--- src/rtl/rcc_pkg.sv ---
// Package for the reset cause controller.
// Holds the flag positions and the flag vector type used by every module.
// Assumes the cause flags are 4 bits wide.
package rcc_pkg;
    localparam int unsigned FLAG_W   = 4;
    localparam int unsigned FLAG_POR = 0;
    localparam int unsigned FLAG_WDG = 1;
    localparam int unsigned FLAG_SW  = 2;
    localparam int unsigned FLAG_EXT = 3;

    typedef logic [FLAG_W-1:0] flag_vec_t;
endpackage

--- src/rtl/rcc_stretch.sv ---
// Reset pulse stretcher.
// It asserts 'active' at the edge where 'fire' is sampled high and holds it for HOLD cycles.
// A new firing during the pulse restarts the count.
// While rst_n is low the output is held active, and it stays active for HOLD edges after release.
// Assumes HOLD >= 1.
module rcc_stretch #(
    parameter int unsigned HOLD = 8
) (
    input  logic clk,
    input  logic rst_n,
    input  logic fire,
    output logic active
);
    localparam int unsigned CNT_W = (HOLD > 1) ? $clog2(HOLD) : 1;
    localparam logic [CNT_W-1:0] LOAD = CNT_W'(HOLD - 1);

    logic [CNT_W-1:0] cnt_q;
    logic             act_q;

    // Load the counter on reset or on a firing, count down, then release.
    always_ff @(posedge clk) begin
        if (!rst_n) begin
            cnt_q <= LOAD;
            act_q <= 1'b1;
        end else if (fire) begin
            cnt_q <= LOAD;
            act_q <= 1'b1;
        end else if (cnt_q != '0) begin
            cnt_q <= cnt_q - 1'b1;
        end else begin
            act_q <= 1'b0;
        end
    end

    assign active = act_q;
endmodule

--- src/rtl/rcc_bus_dec.sv ---
// Register port decoder for the reset cause controller.
// It turns a write into a status-write or clear-write strobe and gives the clear mask.
// It builds the read data: the flags at the status offset and zero at every other offset.
// Assumes DATA_W >= FLAG_W.
module rcc_bus_dec
    import rcc_pkg::*;
#(
    parameter int unsigned          ADDR_W   = 12,
    parameter int unsigned          DATA_W   = 8,
    parameter logic [ADDR_W-1:0]    STAT_OFS = 12'h230,
    parameter logic [ADDR_W-1:0]    CLR_OFS  = 12'h234
) (
    input  logic [ADDR_W-1:0] addr,
    input  logic              we,
    input  logic [DATA_W-1:0] wdata,
    input  flag_vec_t         flags,
    output logic              stat_wr,
    output logic              clr_wr,
    output logic              soft_bit,
    output flag_vec_t         clr_mask,
    output logic [DATA_W-1:0] rdata
);
    localparam int unsigned PAD_W = DATA_W - FLAG_W;

    // Decode the write strobes.
    always_comb begin
        stat_wr  = we && (addr == STAT_OFS);
        clr_wr   = we && (addr == CLR_OFS);
        soft_bit = wdata[FLAG_SW];
        clr_mask = clr_wr ? wdata[FLAG_W-1:0] : '0;
    end

    // Read mux: only the status offset returns data.
    generate
        if (PAD_W > 0) begin : g_pad
            always_comb rdata = (addr == STAT_OFS) ? {{PAD_W{1'b0}}, flags} : '0;
        end else begin : g_nopad
            always_comb rdata = (addr == STAT_OFS) ? flags : '0;
        end
    endgenerate
endmodule

--- src/rtl/rcc_soft_trig.sv ---
// Software reset trigger.
// It registers a request one cycle after either of two writes:
// a status write with the software bit set, or a clear write that leaves the software flag set while it is already set.
// The registered request is the software firing.
module rcc_soft_trig (
    input  logic clk,
    input  logic rst_n,
    input  logic stat_wr,
    input  logic clr_wr,
    input  logic soft_bit,
    input  logic soft_flag,
    output logic soft_fire
);
    logic req;
    logic fire_q;

    // Find the writes that call for a software reset.
    always_comb begin
        req = (stat_wr && soft_bit) || (clr_wr && soft_flag && !soft_bit);
    end

    // Delay the request by one cycle so it fires after the write.
    always_ff @(posedge clk) begin
        if (!rst_n) fire_q <= 1'b0;
        else        fire_q <= req;
    end

    assign soft_fire = fire_q;
endmodule

--- src/rtl/rcc_status.sv ---
// Cause flag register.
// Power-on loads only the power-on flag.
// At each edge the flags selected by the clear mask are dropped and then the set vector is merged in, so a set wins over a clear.
module rcc_status
    import rcc_pkg::*;
(
    input  logic      clk,
    input  logic      rst_n,
    input  flag_vec_t set_vec,
    input  flag_vec_t clr_mask,
    output flag_vec_t flags
);
    flag_vec_t flags_q;

    // Clear the selected flags, then set the firing sources.
    always_ff @(posedge clk) begin
        if (!rst_n) begin
            flags_q          <= '0;
            flags_q[FLAG_POR] <= 1'b1;
        end else begin
            flags_q <= (flags_q & ~clr_mask) | set_vec;
        end
    end

    assign flags = flags_q;
endmodule

--- src/rtl/rst_cause_ctrl.sv ---
// Reset cause controller (top).
// It merges external, watchdog and software reset sources into a stretched system reset.
// It keeps cause flags behind a small register port.
// It drives a watchdog-domain reset that only power-on (rst_n) asserts.
// Assumes the request inputs are synchronous single-cycle pulses.
module rst_cause_ctrl
    import rcc_pkg::*;
#(
    parameter int unsigned       ADDR_W   = 12,
    parameter int unsigned       DATA_W   = 8,
    parameter logic [ADDR_W-1:0] STAT_OFS = 12'h230,
    parameter logic [ADDR_W-1:0] CLR_OFS  = 12'h234,
    parameter int unsigned       HOLD     = 8
) (
    input  logic              clk,
    input  logic              rst_n,
    input  logic              ext_req,
    input  logic              wdog_req,
    input  logic [ADDR_W-1:0] reg_addr,
    input  logic              reg_we,
    input  logic [DATA_W-1:0] reg_wdata,
    output logic [DATA_W-1:0] reg_rdata,
    output logic              sys_rst_n,
    output logic              wdt_rst_n
);
    localparam int unsigned N_DOM = 2;

    flag_vec_t        status_q;
    flag_vec_t        clr_mask;
    flag_vec_t        set_vec;
    logic             stat_wr;
    logic             clr_wr;
    logic             soft_bit;
    logic             soft_fire;
    logic [N_DOM-1:0] dom_fire;
    logic [N_DOM-1:0] dom_act;

    rcc_bus_dec #(
        .ADDR_W(ADDR_W), .DATA_W(DATA_W), .STAT_OFS(STAT_OFS), .CLR_OFS(CLR_OFS)
    ) u_dec (
        .addr(reg_addr), .we(reg_we), .wdata(reg_wdata), .flags(status_q),
        .stat_wr(stat_wr), .clr_wr(clr_wr), .soft_bit(soft_bit),
        .clr_mask(clr_mask), .rdata(reg_rdata)
    );

    rcc_soft_trig u_soft (
        .clk(clk), .rst_n(rst_n), .stat_wr(stat_wr), .clr_wr(clr_wr),
        .soft_bit(soft_bit), .soft_flag(status_q[FLAG_SW]), .soft_fire(soft_fire)
    );

    // Build the set vector from the sources that fire this cycle.
    always_comb begin
        set_vec           = '0;
        set_vec[FLAG_WDG] = wdog_req;
        set_vec[FLAG_SW]  = soft_fire;
        set_vec[FLAG_EXT] = ext_req;
    end

    rcc_status u_stat (
        .clk(clk), .rst_n(rst_n), .set_vec(set_vec), .clr_mask(clr_mask), .flags(status_q)
    );

    // Domain 0 is the system reset; domain 1 is the watchdog domain, which only power-on resets.
    always_comb begin
        dom_fire[0] = ext_req | wdog_req | soft_fire;
        dom_fire[1] = 1'b0;
    end

    // One stretcher per reset domain.
    generate
        for (genvar d = 0; d < N_DOM; d++) begin : g_dom
            rcc_stretch #(.HOLD(HOLD)) u_str (
                .clk(clk), .rst_n(rst_n), .fire(dom_fire[d]), .active(dom_act[d])
            );
        end
    endgenerate

    assign sys_rst_n = ~dom_act[0];
    assign wdt_rst_n = ~dom_act[1];
endmodule

--- config.mk ---
export PLATFORM = sky130hd
export DESIGN_NAME = rst_cause_ctrl
export DESIGN_NICKNAME = d
export VERILOG_FILES = /design/src/rtl/rcc_pkg.sv /design/src/rtl/rcc_stretch.sv /design/src/rtl/rcc_bus_dec.sv /design/src/rtl/rcc_soft_trig.sv /design/src/rtl/rcc_status.sv /design/src/rtl/rst_cause_ctrl.sv
export SDC_FILE = /design/constraint.sdc
export NUM_CORES = 1
export LEC_CHECK = 0
export BUFFER_PORTS_ARGS = -buffer_cell sky130_fd_sc_hd__buf_2
export CAP_MARGIN = 10
export CORE_MARGIN = 5
export CORE_UTILIZATION = 50
export CTS_BUF_LIST = sky130_fd_sc_hd__clkbuf_8
export DETAILED_ROUTE_END_ITERATION = 10
export PLACE_DENSITY_LB_ADDON = 0.25
export SYNTH_ARGS = -nofsm -noshare
export SYNTH_HDL_FRONTEND = slang
export SYNTH_SLANG_ARGS = --single-unit
export TNS_END_PERCENT = 10
--- constraint.sdc ---
create_clock -name clk -period 2.35 [get_ports clk]
set_clock_uncertainty 0.05 [all_clocks]
set_input_delay 0.235 -clock clk [delete_from_list [all_inputs] [get_ports clk]]
set_output_delay 0.235 -clock clk [all_outputs]
set_load 0.02 [all_outputs]
==> flow_summary.ini <==
[global_routing]
grt.total_usage_pct = 15.14
grt_remaining_overflow = 0
grt_pass1_vias = 602
grt_max_degree = 11
antenna_found_initial = 0
grt_pass1_wl_mm = 2.332

[die]
start_util_pct = 53.75
die_area_um2 = 2269
num_io_pins = 35
die_w_um = 47.64
die_h_um = 47.64
coreArea_um2 = 1318
rows = 13

[routing]
drt-initial-drc-count = 13
wirelength_mm = 1.413
ant_nets = 0
vias = 633
via_per_inst = 5.231
wl_per_cell_um = 11.68
drcViolationCount = 0
dr.pass1.iters = 5

[outcome]
status = finished clean

[power]
finalPower_mw = 0.4828
ir_drop_v = 0.0003719
leakage_nw = 0.4757
powerDensity_nw_per_um2 = 554.4

[min_path]
holdPathStages = 2
holdCritPathClass = in2reg
worstHoldStart = rst_n
hold_end = g_dom[1].u_str.cnt_q[2]

[placed_design]
io_buffer_count = 26
dp_hpwl_mm = 1.136
place_congestion = 0.7043
place_inst = 117

[critical_path]
cp_max_fo = 7
rr_startpoint = g_dom[0].u_str.cnt_q[0]
worstReg2RegEnd = g_dom[0].u_str.cnt_q[1]
r2r_slack_ns = 1.17
rr_worst_depth = 5
critPathRequiredTime_ns = 2.07
worstPathArrival_ns = 1.35
crit_type = in2out
critPathCaptureType = output port
crit_path_start_kind = input pin
cp-startpoint = reg_addr[10]

[job]
cap_viol_max_count = 0

[clock_tree]
cts_buffer_depth = 2
cts_made_buffers = 3
cts.clk_slew.worst_paths_ns = 0.05
cts_tree = yes
cts_max_level = 1
ctsRootBufferMaster = clkbuf_8
cts_resized = 0
clock_sinks = 13
clock_latency_ns = 0.24
hold_buffers = 0
cts_setup_buffers = 0

[timing]
setup_viol = 0
finalSetupTns_ns = 0
drv_slew = 0
fmax_mhz = 610.9
timing.final.crit_share_pct = 69.65
period_minus_slack_ns = 1.637
rsz0062_at_grt = no
final-hold-violation-count = 0

[logic_synthesis]
synth.distinct_cells = 26
synthTopCellsByArea = dfxtp_1 37%, and4b_1 9.9%, ha_1 7.1%
synth_top_area_cell = dfxtp_1
avgSynthCellArea_um2 = 8.964
synth-seq-cells = 13
syn_inst = 79
ys_warn_count = 0
synth.top_cell.area_share_pct = 36.75
synth_area_um2 = 708.2
synth_seq_area_share_pct = 36.75

[cells_and_area]
num-nets-final = 136
final_cells = 121
final_common_cell = buf_2
area_growth_pct = 22.97
num_antenna_cells = 0
layout_common_cells = 26 x buf_2, 13 x dfxtp_1, 10 x nand2_1
layout-drive-gt1-share_pct = 31.13
-- kinds of logic after synthesis --
family / Yosys count / synth area share (%)
compound gates: 10 / 8.303
xor+xnor: 2 / 2.474
fa+ha+maj: 4 / 7.067
buf+inv: 14 / 10.25
flops: 13 / 36.75
mux: 2 / 3.003
other cells: 1 / 0.5295
simple gates: 33 / 31.63
-- synth_stat cells (all sizes together) --
master / n
mux2i: 1
nor3b: 2
nand3: 1
xnor2: 2
nand2b: 2
nor3: 1
nand2: 10
o21ai: 5
buf: 6
dfxtp: 13
conb: 1
o32a: 1
nand4: 1
inv: 8
mux2: 1
ha: 4
and4b: 7
nor4: 2
a21oi: 1
and2: 2
a31oi: 3
and4: 1
nor2: 4
-- layer usage --
metal / routed length [µm] / vias to the layer above / track usage (%)
met1: 560 / 286 / 15.84
li1: - / 317 / -
met4: 15 / 0 / 9.677
met5: 0 / - / 0
met2: 682 / 28 / 25.40
met3: 155 / 2 / 5.639
-- flip-flops by register name, summed over array words and instances, names as in the netlist --
signal,flops
u_stat.flags,4
g_dom.u_str.active,2
u_soft.soft_fire,1
g_dom.u_str.cnt_q,6
-- per-stage QoR --
step | cell area [µm²] | hold WS (ns) | util [%] | setup WS [ns]
3_5_place_dp | 825.8 | 0.3892 | 62.68 | 0.6954
2_1_floorplan | 719.4 | 0.2931 | - | 0.9368
5_1_grt | 870.8 | 0.1868 | 66.10 | 0.6221
4_1_cts | 870.8 | 0.1832 | 66.10 | 0.6959
3_3_place_gp | 825.8 | 0.3809 | 62.68 | 0.7140
6_report | 870.8 | 0.1838 | 66.10 | 0.7132
-- critical path, stage by stage --
cell and delay [ns]:
buf_2 0.10, nor4_2 0.28, and4_1 0.35, and4b_1 0.22
buf_2 0.16
-- power by group --
part           switching (mW)  internal, mW  total (mW)
logic                  0.0298        0.0268      0.0567
clock network          0.0784         0.115       0.194
registers             0.00399         0.229       0.233
-- area by class of cell --
cell class	count	area, µm²
fillers	132	446.7
multi-input cells	55	386.6
flip-flops and latches	13	260.3
repair buffers	26	130.1
clock buffers	3	41.29
inverters	8	30.03
well taps	15	18.77
clock inverters	1	3.754
-- worst max path at each step --
stage	end	slack, ns	depth (start not counted)
6_report	reg_rdata[3]	0.71	5
5_1_grt	reg_rdata[3]	0.62	5
4_1_cts	reg_rdata[3]	0.70	5
3_5_place_dp	reg_rdata[3]	0.70	5
3_3_place_gp	reg_rdata[1]	0.71	5
2_1_floorplan	reg_rdata[1]	0.94	4
Note: power is estimated with default switching activity, not from simulation.
